File: src/rtl/fifo_pkg.sv
package fifo_pkg;

  // Output style selector
  typedef enum logic {
    MODE_STD  = 1'b0,
    MODE_FWFT = 1'b1
  } fifo_mode_e;

  // Occupancy from two pointers of (aw+1) bits
  function automatic int unsigned ptr_gap(int unsigned wp, int unsigned rp, int unsigned aw);
    return (wp - rp) & ((32'd1 << (aw + 1)) - 32'd1);
  endfunction

  // Wrapped: same address bits, different lap bit
  function automatic logic ptr_wrapped(int unsigned wp, int unsigned rp, int unsigned aw);
    int unsigned diff;
    diff = wp ^ rp;
    return (((diff >> aw) & 32'd1) == 32'd1) && ((diff & ((32'd1 << aw) - 32'd1)) == 32'd0);
  endfunction

endpackage

File: src/rtl/fifo_ptrs.sv
module fifo_ptrs
  import fifo_pkg::*;
#(
  parameter int ADDR_W = 4,
  localparam int PTR_W = ADDR_W + 1
) (
  input  logic              clk,
  input  logic              rst,
  input  logic              wr_req,
  input  logic              rd_req,
  output logic [ADDR_W-1:0] wr_addr,
  output logic [ADDR_W-1:0] rd_addr,
  output logic [PTR_W-1:0]  level,
  output logic              empty,
  output logic              full,
  output logic              wr_fire,
  output logic              rd_fire
);

  logic [PTR_W-1:0] wr_ptr;
  logic [PTR_W-1:0] rd_ptr;

  assign level   = PTR_W'(ptr_gap(32'(wr_ptr), 32'(rd_ptr), ADDR_W));
  assign empty   = (level == '0);
  assign full    = ptr_wrapped(32'(wr_ptr), 32'(rd_ptr), ADDR_W);
  assign wr_fire = wr_req & ~full;
  assign rd_fire = rd_req & ~empty;
  assign wr_addr = wr_ptr[ADDR_W-1:0];
  assign rd_addr = rd_ptr[ADDR_W-1:0];

  always_ff @(posedge clk) begin
    if (rst) begin
      wr_ptr <= '0;
      rd_ptr <= '0;
    end else begin
      if (wr_fire) wr_ptr <= wr_ptr + 1'b1;
      if (rd_fire) rd_ptr <= rd_ptr + 1'b1;
    end
  end

endmodule

File: src/rtl/fifo_store.sv
module fifo_store #(
  parameter int DATA_W = 8,
  parameter int ADDR_W = 4,
  localparam int DEPTH = 1 << ADDR_W
) (
  input  logic              clk,
  input  logic              we,
  input  logic [ADDR_W-1:0] waddr,
  input  logic [DATA_W-1:0] wdata,
  input  logic [ADDR_W-1:0] raddr,
  output logic [DATA_W-1:0] rdata
);

  logic [DATA_W-1:0] cells [DEPTH];

  always_ff @(posedge clk) begin
    if (we) cells[waddr] <= wdata;
  end

  assign rdata = cells[raddr];

endmodule

File: src/rtl/fallthru_fifo.sv
module fallthru_fifo
  import fifo_pkg::*;
#(
  parameter int         DATA_W = 8,
  parameter int         ADDR_W = 4,
  parameter fifo_mode_e MODE   = MODE_FWFT,
  localparam int        PTR_W  = ADDR_W + 1
) (
  input  logic              clk,
  input  logic              rst,
  input  logic              wr_en,
  input  logic [DATA_W-1:0] wr_data,
  input  logic              rd_en,
  output logic [DATA_W-1:0] rd_data,
  output logic              empty,
  output logic              full
);

  // Named internal events, visible to the bound checker
  logic              wr_req;
  logic              wr_fire;
  logic              rd_fire;
  logic              bypass_fire;
  logic [PTR_W-1:0]  level;
  logic [ADDR_W-1:0] wr_addr;
  logic [ADDR_W-1:0] rd_addr;
  logic [DATA_W-1:0] store_q;

  assign wr_req = wr_en & ~bypass_fire;

  fifo_ptrs #(.ADDR_W(ADDR_W)) u_ptrs (
    .clk     (clk),
    .rst     (rst),
    .wr_req  (wr_req),
    .rd_req  (rd_en),
    .wr_addr (wr_addr),
    .rd_addr (rd_addr),
    .level   (level),
    .empty   (empty),
    .full    (full),
    .wr_fire (wr_fire),
    .rd_fire (rd_fire)
  );

  fifo_store #(.DATA_W(DATA_W), .ADDR_W(ADDR_W)) u_store (
    .clk   (clk),
    .we    (wr_fire),
    .waddr (wr_addr),
    .wdata (wr_data),
    .raddr (rd_addr),
    .rdata (store_q)
  );

  generate
    if (MODE == MODE_FWFT) begin : g_fwft
      // Head word shown directly; empty queue bypasses a same-cycle write
      assign bypass_fire = empty & rd_en & wr_en;
      assign rd_data     = empty ? (bypass_fire ? wr_data : '0) : store_q;
    end else begin : g_std
      // Registered output, loaded only by an accepted read
      assign bypass_fire = 1'b0;
      always_ff @(posedge clk) begin
        if (rst)          rd_data <= '0;
        else if (rd_fire) rd_data <= store_q;
      end
    end
  endgenerate

endmodule

File: config.mk
export PLATFORM = sky130hd
export DESIGN_NAME = fallthru_fifo
export DESIGN_NICKNAME = d
export VERILOG_FILES = /design/src/rtl/fifo_pkg.sv /design/src/rtl/fifo_ptrs.sv /design/src/rtl/fifo_store.sv /design/src/rtl/fallthru_fifo.sv
export SDC_FILE = /design/constraint.sdc
export NUM_CORES = 1
export LEC_CHECK = 0
export BUFFER_PORTS_ARGS = -buffer_cell sky130_fd_sc_hd__buf_2
export CAP_MARGIN = 10
export CORE_MARGIN = 2
export CORE_UTILIZATION = 50
export DETAILED_ROUTE_END_ITERATION = 16
export PLACE_DENSITY = 0.65
export SYNTH_ARGS = -nofsm -noshare
export SYNTH_HDL_FRONTEND = slang
export SYNTH_SLANG_ARGS = --single-unit
File: constraint.sdc
create_clock -name clk -period 6.9 [get_ports clk]
set_input_delay 1.38 -clock clk [delete_from_list [all_inputs] [get_ports clk]]
set_output_delay 1.38 -clock clk [all_outputs]
set_load 0.01 [all_outputs]
======== After elaboration in Yosys (flattened, before gate mapping) ========
Memories as Yosys holds them, arrays and structs flattened. A register that Yosys moved wholly into a read port is not among the register bits.
Index checks and enable logic that the tools add are counted.
word-level totals
  register bits after elaboration ......... 10
  bits in latches ......................... 0
  RAM bits ................................ 128
  ROM bits ................................ 0
  input port bits ......................... 12
  output and inout port bits .............. 10
  word-level logic and storage cells ...... 24
  memories ................................ 1
operators by class
  $add $sub $neg .......................... 3
  multiply operators ...................... 0
  div/mod/pow operators ................... 0
  magnitude comparators ................... 0
  equality and inequality tests ........... 0
  shift-type cells ........................ 0
  muxes and demuxes ....................... 6
  bitwise operators ....................... 9
  reduce and logical (&&, ||, !) cells .... 3
memory list
  memory         words  width  read ports  clocked after Yosys merged registers in  write ports  RTL line          source
  u_store.cells  16     8      1           1                                        1            fifo_store.sv:14  logic [DATA_W-1:0] cells [DEPTH];
operators with widths
  kind                   count
  $logic_not A32 Y1      1
  $mux W8                2
  $add A5 B1 Y5 const B  2
  $mux W4                2
  $and A1 B1 Y1          5
  $logic_not A5 Y1       1
  $sub A5 B5 Y5          1
  $xor A5 B5 Y5          1
  $not A1 Y1             3
  $mux W1                2
  $logic_and A1 B1 Y1    1

======== Logic depth before layout (Yosys ltp) ========
Gate-level depths: netlist of run 1.
  depth after elaboration ................. 9
  mapped depth ............................ 10
  mapped depth without buffers ............ 9

======== Modules after synthesis ========
A second synthesis of run 1 with hierarchy kept.
unflattened totals
  cell total of the unflattened synthesis .. 334
  area total of the unflattened synthesis .. 5,943.2 um2
modules (own cells, without submodules)
  module         times used  cells each  area each (um2)
  fifo_store     1           221         4,987.3
  fifo_ptrs      1           85          747.0
  fallthru_fifo  1           28          209.0

======== Worst setup path before layout of run 1 ========
No wires, ideal clock.
  kind .................................... in2out
  from .................................... input wr_en
  to ...................................... output rd_data[0]
  arrival time ............................ 1,950 ps
  setup slack ............................. 3,570 ps
  stages .................................. 3
  path buffers ............................ 1
  cell sequence ........................... clkbuf_1 nand3_1 o21ai_1
on the way
  cells in the longest elaborated chain, start to end .. 3
RTL lines
  what                   RTL line             source
  from (decl)            fallthru_fifo.sv:11  input logic wr_en,
  $and A1 B1 Y1          fallthru_fifo.sv:57  assign bypass_fire = empty & rd_en & wr_en;
  $mux W8 (2 in series)  fallthru_fifo.sv:58  assign rd_data = empty ? (bypass_fire ? wr_data : '0) : store_q;
  to (decl)              fallthru_fifo.sv:14  output logic [DATA_W-1:0] rd_data,
Every way passes these cells.

======== Worst setup path in the final report of run 1 ========
  from .................................... register u_ptrs.wr_ptr[2]
  to ...................................... output rd_data[6]
on the way
  cells in the longest elaborated chain, start to end .. 6
RTL lines
  what                         RTL line             source
  from (decl)                  fifo_ptrs.sv:20      logic [PTR_W-1:0] wr_ptr;
  from (signal assigned)       fifo_ptrs.sv:36      if (wr_fire) wr_ptr <= wr_ptr + 1'b1;
  $sub A5 B5 Y5 (*)            fifo_pkg.sv:11       return (wp - rp) & ((32'd1 << (aw + 1)) - 32'd1);
  $logic_not A5 Y1 (*)         fifo_ptrs.sv:24      assign empty = (level == '0);
  $and A1 B1 Y1 (2 in series)  fallthru_fifo.sv:57
  $mux W8                      fallthru_fifo.sv:58
  $mux W8 (*)                  fallthru_fifo.sv:58
Every way passes the cells marked *; elsewhere a longest branch is shown, timed or not.

==> results of run 1 <==
==> critical path, cell delays in order, from the launching register on <==
cell	delay, ns
dfxtp_1	0.69
ha_1	0.40
a21oi_1	0.20
a21boi_1	0.10
o211ai_2	0.18
a21o_1	0.49
nand2_1	0.11
o21ai_1	0.14
buf_2	0.17
==> layout by cell type, fill, tap and decap left out, drive strengths merged, types with 9 or more instances in the layout <==
cell	n
dfxtp	14
edfxtp	128
mux4	40
ha	9
buf	33
nand2	16
clkbuf	17
nand3	12
o21ai	17
clkinv	10
a21oi	11
==> per-stage QoR <==
| step | setup WS (ns) | utilization, % | cells | hold WS (ns) | area (um^2) |
|---|---|---|---|---|---|
| after floorplan | 3.57 | - | 320 | 0.472 | 5870 |
| after global placement | 3.01 | 54.5 | 478 | 0.512 | 6220 |
| after detailed placement | 3.02 | 54.5 | 478 | 0.515 | 6220 |
| after CTS | 2.57 | 59.1 | 509 | 0.529 | 6750 |
| after global routing | 2.31 | 59.1 | 509 | 0.571 | 6750 |
| final | 2.62 | 59.1 | 509 | 0.532 | 6750 |
==> routing by layer <==
layer	track usage, %	vias up	wire [um]
met2	29.8	84	5540
met1	30.7	1569	5440
met5	0	-	0
met3	5.13	12	683
li1	-	1374	-
met4	6.83	0	142
==> power groups by stage <==
stage | combinational, mW | sequential [mW] | clock [mW]
after floorplan | 0.505 | 1.01 | 0
after global placement | 0.659 | 1.04 | 0
after detailed placement | 0.667 | 1.04 | 0
after CTS | 0.672 | 1.02 | 0.827
after global routing | 0.731 | 1.03 | 0.865
final | 0.663 | 1.02 | 0.811
==> cells by family after synthesis <==
family | share of synthesized area, %
xor gates and xnor gates | 0.299
DFF | 70.3
buffers and inverters | 2.17
AOI/OAI and AO/OA | 3.24
and+or+nand+nor | 6.35
muxes | 15.7
adders and majority gates | 1.92
==> flip-flops by register name, summed over array words and instances (netlist names), named ones only <==
signal and cells:
u_ptrs.wr_ptr 5, u_store.cells 128, u_ptrs.rd_ptr 5
==> cell type report <==
cell class | instances | share of cell area (%)
Sequential cell | 142 | 61.1
Multi-Input combinational cell | 152 | 25.0
Clock buffer | 17 | 6.30
Timing Repair Buffer | 33 | 2.89
Tap cell | 143 | 2.65
Clock inverter | 14 | 1.54
Inverter | 8 | 0.445
==> worst max path at each step <==
stage / endpoint / cells past startpoint / start
after global placement: rd_data[2] / 6 / flop
after CTS: rd_data[1] / 6 / flop
final: rd_data[6] / 8 / u_ptrs.wr_ptr[2]$_SDFFE_PP0P_
after floorplan: rd_data[0] / 3 / wr_en
after detailed placement: rd_data[2] / 6 / flop
after global routing: rd_data[2] / 8 / u_ptrs.wr_ptr[2]$_SDFFE_PP0P_
==> impl_metrics.py, run 1 <==
metrics = {
    "setup_path": {
        "worstSetupPathType": "flop to primary output",
        "required_ns": 5.52,
        "worstRegToRegCells": 7,
        "startpoint_type": "flop",
        "rr_startpoint": "u_ptrs.wr_ptr[2]$_SDFFE_PP0P_",
        "arrival_ns": 2.90,
        "endpoint_kind": "primary output",
        "cp_max_fo": 19,
        "reg2reg_slack_ns": 3.05,
        "reg2reg_to": "u_store.cells[5][7]$_DFFE_PP_",
    },
    "drt": {
        "detail_route.wl_per_cell_um": 23.2,
        "via_per_inst": 5.97,
        "drtIter0Drc": 324,
        "drcViolationCount": 0,
        "vias": 3039,
        "first_pass_iters": 5,
        "final_antenna_net_count": 0,
        "drt_wl_total_um": 11800,
    },
    "timing": {
        "finalCritPeriodShare_pct": 62.0,
        "worstMarginPinSlew_ns": 1.21,
        "final-setup-viol-count": 0,
        "tns_ns": 0,
        "rsz0062_at_grt": "no",
        "drv_slew": 0,
        "slew_headroom_pct": 18.5,
        "finalHoldViolCount": 0,
        "period_needed_ns": 4.28,
        "skew_ns": 0.00753,
        "fmax_mhz": 234,
    },
    "cts": {
        "post_cts_buffers": 0,
        "clkSlewWorstSetupHoldPaths_ns": 0.05,
        "clockBufferDepth": 2,
        "cts_tree": "built",
        "cts.htree.levels": 4,
        "clock_latency_ns": 0.42,
        "cts_hold_buffers": 0,
        "cts_inserted_buffers": 17,
        "root_buffer": "clkbuf_16",
        "cts.repair.resized": 0,
        "clock_sinks": 142,
    },
    "cells_and_area": {
        "drive_above_1_share_pct": 32.2,
        "seq_area_um2": 4130,
        "multi_input_area_um2": 1690,
        "synthToLayoutAreaGrowth_pct": 15.0,
        "nets": 375,
        "antennaDiodeCount": 0,
        "nFillCells": 838,
    },
    "run": {
        "maxCapViolations": 0,
    },
    "power_and_ir_drop": {
        "power_switching_uw": 738,
        "swShare_pct": 29.6,
        "p_comb_share_pct": 26.6,
        "ir_worst_vdd_mv": 0.254,
        "powerDensity_nw_per_um2": 370,
        "p_leak_nw": 2.18,
        "clkPwrFrac_pct": 32.5,
        "p_total_mw": 2.50,
        "internal-power_mw": 1.76,
        "pwr-share-seq_pct": 40.9,
    },
    "yosys": {
        "ys_seq_area_share_pct": 70.3,
        "yosysWarnings": 0,
        "ys_ff_latch": 142,
        "synth_ff_type": "edfxtp_1",
        "synth.most_common_cell": "edfxtp_1",
        "avgSynthCellArea_um2": 18.3,
        "synth_cells": 320,
        "post-synth-top-area-cell": "edfxtp_1",
        "synth_area_um2": 5870,
        "synth_cell_type_count": 40,
        "synth_commonest_cells": "128 x edfxtp_1, 40 x mux4_2, 16 x nand2_1",
        "yosysTopAreaCellShare_pct": 65.5,
        "netlist_top_cells_area": "edfxtp_1 66%, mux4_2 15%, dfxtp_1 4.8%",
        "async_flop_share_pct": 0,
        "synth_edf_count": 128,
        "syn_nets": 341,
    },
    "die": {
        "fp.dieW_um": 112,
        "row_count": 39,
        "ios": 22,
        "dieArea_um2": 12600,
        "start_util_pct": 51.4,
        "die_height_um": 112,
        "core_area_um2": 11400,
    },
    "status": {
        "status": "finished, final reports clean",
    },
    "global_routing": {
        "grt_pass1_vias": 3094,
        "grt_pass1_wl_um": 18400,
        "grt_overflow": 0,
        "antenna_found_initial": 0,
        "grt_usage_pct": 20.4,
        "grt_max_degree": 33,
    },
    "hold_path": {
        "hold_class": "flop to flop",
        "worstHoldStart": "u_ptrs.rd_ptr[2]$_SDFFE_PP0P_",
        "hold_depth": 2,
    },
    "place": {
        "gp_routability_congestion": 0.759,
        "port_buffers": 21,
        "dpl.hpwl_um": 7590,
    },
}
Power figures use the tool's default switching activity.
==> inputs of run 2 (changes only) <==
Clock period 6.9 ns to 4.3 ns, I/O delays scaled along.
==> impl_metrics.py, run 2 (synthesis results as in run 1) <==
metrics = {
    "die": {
        "row_count": 39,
        "start_util_pct": 51.4,
        "core_area_um2": 11400,
        "fp.dieW_um": 112,
        "die_height_um": 112,
        "dieArea_um2": 12600,
        "ios": 22,
    },
    "hold_path": {
        "hold_class": "flop to flop",
    },
    "timing": {
        "fmax_mhz": 277,
        "skew_ns": 0.00754,
        "finalHoldViolCount": 0,
        "drv_slew": 0,
        "period_needed_ns": 3.61,
        "slew_headroom_pct": 24.1,
        "tns_ns": 0,
        "whs_ns": 0.530,
        "rsz0062_at_grt": "no",
        "finalCritPeriodShare_pct": 84.1,
        "worstMarginPinSlew_ns": 1.13,
        "final-setup-viol-count": 0,
    },
    "drt": {
        "drt_wl_total_um": 11900,
        "drtIter0Drc": 222,
        "drcViolationCount": 0,
        "via_per_inst": 5.98,
        "first_pass_iters": 5,
        "detail_route.wl_per_cell_um": 23.3,
        "vias": 3063,
        "final_antenna_net_count": 0,
    },
    "cells_and_area": {
        "nets": 377,
        "synthToLayoutAreaGrowth_pct": 16.0,
        "largest_reg_flops": 128,
        "multi_input_area_um2": 1660,
        "nFillCells": 838,
        "regMostFlops": "u_store.cells",
        "seq_area_um2": 4130,
        "drive_above_1_share_pct": 30.9,
        "largest_registers": "u_store.cells (128), u_ptrs.rd_ptr (5), u_ptrs.wr_ptr (5)",
        "antennaDiodeCount": 0,
        "final_common_cell": "edfxtp_1",
        "layout_common_cells": "128 x edfxtp_1, 40 x mux4_2, 21 x buf_2, 17 x clkbuf_16, 16 x nand2_1",
    },
    "setup_path": {
        "endpoint_kind": "primary output",
        "required_ns": 3.44,
        "startpoint_type": "flop",
        "arrival_ns": 2.75,
        "worstSetupPathType": "flop to primary output",
        "cp_max_fo": 32,
    },
    "cts": {
        "clkSlewWorstSetupHoldPaths_ns": 0.06,
        "post_cts_buffers": 0,
        "clock_sinks": 142,
        "cts_tree": "built",
        "cts_inserted_buffers": 17,
        "cts_hold_buffers": 0,
        "clock_latency_ns": 0.42,
        "clockBufferDepth": 2,
        "root_buffer": "clkbuf_16",
        "cts.htree.levels": 4,
        "cts.repair.resized": 0,
    },
    "global_routing": {
        "use_met2_pct": 30.0,
        "grt_pass1_wl_um": 18700,
        "grt_pass1_vias": 3143,
        "met3_usage_pct": 5.40,
        "grt_max_degree": 33,
        "grt_overflow": 0,
        "use_met1_pct": 29.7,
        "grt_usage_pct": 20.4,
        "top_usage_layer": "met2",
        "antenna_found_initial": 0,
    },
    "power_and_ir_drop": {
        "power_switching_mw": 1.19,
        "clkPwrFrac_pct": 35.4,
        "powerDensity_nw_per_um2": 616,
        "p_leak_nw": 2.22,
        "pwr-share-seq_pct": 38.5,
        "internal-power_mw": 3.00,
        "p_comb_share_pct": 26.0,
        "swShare_pct": 28.5,
        "ir_worst_vdd_mv": 0.562,
    },
    "place": {
        "gp_routability_congestion": 0.812,
        "port_buffers": 21,
        "dpl.hpwl_um": 7740,
    },
    "run": {
        "maxCapViolations": 0,
    },
    "status": {
        "status": "finished, final reports clean",
    },
}
run 2: final cells by class:
cell class / instances / share of cell area, %
multi-input combinational: 152 / 24.4
inverter: 8 / 0.441
clock inverter: 15 / 2.59
sequential: 142 / 60.6
timing repair buffer: 35 / 3.09
tap: 143 / 2.63
clock buffer: 17 / 6.25
run 2: layer usage:
layer	up-vias	share of wire, %
li1	1372	-
met5	-	0
met3	17	4.9
met2	92	48
met4	0	1.7
met1	1582	45
run 2: power by group through the flow:
stage / Sequential (mW) / Combinational (mW) / Clock (mW)
floorplan: 1.62 / 0.810 / 0
global placement: 1.65 / 1.08 / 0
detailed placement: 1.65 / 1.10 / 0
CTS: 1.62 / 1.11 / 1.51
global route: 1.63 / 1.20 / 1.57
finish: 1.62 / 1.09 / 1.49
run 2: critical path, stage by stage (launching register included):
cell and delay [ns]:
dfxtp_2 0.31, buf_4 0.50, mux4_2 0.63, mux4_2 0.49, nand2_1 0.08, o21ai_1 0.11, buf_2 0.18
run 2: final timing paths:
check | from | end | slack [ns] | depth (start not counted)
max reg2reg | u_ptrs.wr_ptr[3]$_SDFFE_PP0P_ | u_store.cells[0][5]$_DFFE_PP_ | 0.80 | 8
max | flop | rd_data[2] | 0.69 | 6
min | u_ptrs.wr_ptr[0]$_SDFFE_PP0P_ | u_ptrs.wr_ptr[0]$_SDFFE_PP0P_ | 0.53 | 2
min reg2reg | u_ptrs.wr_ptr[0]$_SDFFE_PP0P_ | u_ptrs.wr_ptr[0]$_SDFFE_PP0P_ | 0.53 | 2
run 2: per-stage QoR:
stage          worst slack, ns  utilization (%)  cells  power (mW)  instance area, um^2
5_1_grt                  0.514             59.6    512        4.39                 6810
4_1_cts                  0.610             59.5    511        4.24                 6800
3_3_place_gp             0.884             54.3    479        2.73                 6200
6_report                 0.685             59.6    512        4.19                 6810
2_1_floorplan             1.35                -    320        2.43                 5870
3_5_place_dp             0.773             54.3    479        2.75                 6200
==> inputs of run 3 (changes only) <==
Clock period 4.3 ns to 3.51 ns, I/O delays scaled along.
==> impl_metrics.py, run 3 (synthesis results as in run 1) <==
metrics = {
    "setup_path": {
        "endpoint_kind": "primary output",
        "critical_path_buf_inv_count": 2,
        "worstSetupPathType": "flop to primary output",
        "critPathMaxStageDelay_ns": 0.56,
        "cpMostUsedCell": "mux4_2",
        "crit_family": "multiplexers",
        "slowest_stage": "mux4_2",
        "arrival_ns": 2.62,
        "startpoint_type": "flop",
        "cp_max_fo": 25,
        "required_ns": 2.81,
        "path_cells": "buf_12 > mux4_2 > mux4_2 > nand2_1 > o21ai_1 > buf_2",
    },
    "cts": {
        "post_cts_buffers": 0,
        "clock_latency_ns": 0.41,
        "clkSlewWorstSetupHoldPaths_ns": 0.06,
        "cts_tree": "built",
        "root_buffer": "clkbuf_16",
        "clockBufferDepth": 2,
        "cts.htree.levels": 4,
        "cts_inserted_buffers": 17,
        "clock_sinks": 142,
    },
    "power_and_ir_drop": {
        "powerDensity_nw_per_um2": 762,
        "p_total_mw": 5.31,
        "p_leak_nw": 2.32,
        "ir_worst_vdd_mv": 0.441,
    },
    "die": {
        "ios": 22,
        "die_height_um": 112,
        "fp.dieW_um": 112,
        "core_area_um2": 11400,
        "dieArea_um2": 12600,
        "start_util_pct": 51.4,
        "row_count": 39,
    },
    "global_routing": {
        "grt_pass1_vias": 3129,
        "grt_max_degree": 33,
        "antenna_found_initial": 0,
        "grt_pass1_wl_um": 18700,
        "grt_overflow": 0,
        "grt_usage_pct": 20.5,
    },
    "status": {
        "status": "finished, final reports clean",
    },
    "place": {
        "dpl.hpwl_um": 7600,
        "gp_routability_congestion": 0.836,
        "placed_cells": 490,
        "port_buffers": 21,
        "dp_slack_ns": 0.553,
    },
    "timing": {
        "whs_ns": 0.539,
        "period_needed_ns": 3.32,
        "tns_ns": 0,
        "worstMarginPinSlew_ns": 0.650,
        "final-setup-viol-count": 0,
        "skew_ns": 0.0121,
        "rsz0062_at_grt": "no",
        "finalCritPeriodShare_pct": 94.6,
        "setup_ws_ns": 0.189,
        "slew_headroom_pct": 56.6,
        "fmax_mhz": 301,
        "drv_slew": 0,
        "finalHoldViolCount": 0,
    },
    "run": {
        "maxCapViolations": 0,
    },
    "cells_and_area": {
        "synthToLayoutAreaGrowth_pct": 18.7,
        "final_common_cell": "edfxtp_1",
        "layout_common_cells": "128 x edfxtp_1, 40 x mux4_2, 23 x buf_4, 22 x clkbuf_16, 21 x buf_2",
        "nets": 387,
        "finalNonFillerCells": 522,
        "regMostFlops": "u_store.cells",
        "antennaDiodeCount": 0,
        "largest_registers": "u_store.cells (128), u_ptrs.rd_ptr (5), u_ptrs.wr_ptr (5)",
        "largest_reg_flops": 128,
        "drive_above_1_share_pct": 34.0,
    },
    "drt": {
        "via_per_inst": 6.05,
        "drt_wl_total_um": 12100,
        "drcViolationCount": 0,
        "drtIter0Drc": 227,
        "detail_route.wl_per_cell_um": 23.1,
        "final_antenna_net_count": 0,
        "vias": 3156,
        "first_pass_iters": 6,
    },
    "hold_path": {
        "hold_class": "flop to flop",
    },
}
[run 3: routing by layer]
metal	part of all wire [%]	GRT usage [%]	vias to the layer above
met5	0	0	-
met4	1.1	6.75	0
met3	7.0	5.45	12
met2	46	29.9	104
met1	46	30.5	1646
li1	-	-	1394
[run 3: tightest hold or removal path: stages (launching register included)]
cell	delay (ns)
dfxtp_1	0.34
o21ai_0	0.08
a21oi_1	0.06
[run 3: path summary, 6_finish.rpt]
kind	startpoint	endpoint	slack (ns)	depth (start not counted)
setup / recovery	flop	rd_data[4]	0.19	6
hold / removal	u_ptrs.wr_ptr[0]$_SDFFE_PP0P_	u_ptrs.wr_ptr[0]$_SDFFE_PP0P_	0.54	2
setup reg to reg	u_ptrs.rd_ptr[2]$_SDFFE_PP0P_	u_store.cells[0][2]$_DFFE_PP_	0.69	10
hold reg to reg	u_ptrs.wr_ptr[0]$_SDFFE_PP0P_	u_ptrs.wr_ptr[0]$_SDFFE_PP0P_	0.54	2
[run 3: layout make-up]
type / instances / area [um^2]
Sequential cell: 142 / 4130
Timing Repair Buffer: 45 / 298
Clock inverter: 6 / 86.3
Tap cell: 143 / 179
Inverter: 8 / 30.0
Multi-Input combinational cell: 152 / 1660
Fill cell: 819 / 4450
Clock buffer: 26 / 586
[run 3: power by group]
group	internal [mW]	total (mW)	switching, mW	leakage, nW
Sequential	1.93	2.01	0.0788	1.27
Clock	1.30	1.95	0.653	0.329
Combinational	0.606	1.35	0.741	0.717
Total	3.84	5.31	1.47	2.32
[run 3: through the flow]
step | utilization, % | area [um^2]
after CTS | 61.0 | 6960
after global placement | 55.1 | 6290
after floorplan | - | 5870
after detailed placement | 55.1 | 6290
after global routing | 61.0 | 6970
final | 61.0 | 6970
[run 3: what timing repair did]
action / CTS / global route
endpoints found under the setup margin: 0 / 9
resized for setup: 0 / 1
hold buffers: 0 / 0
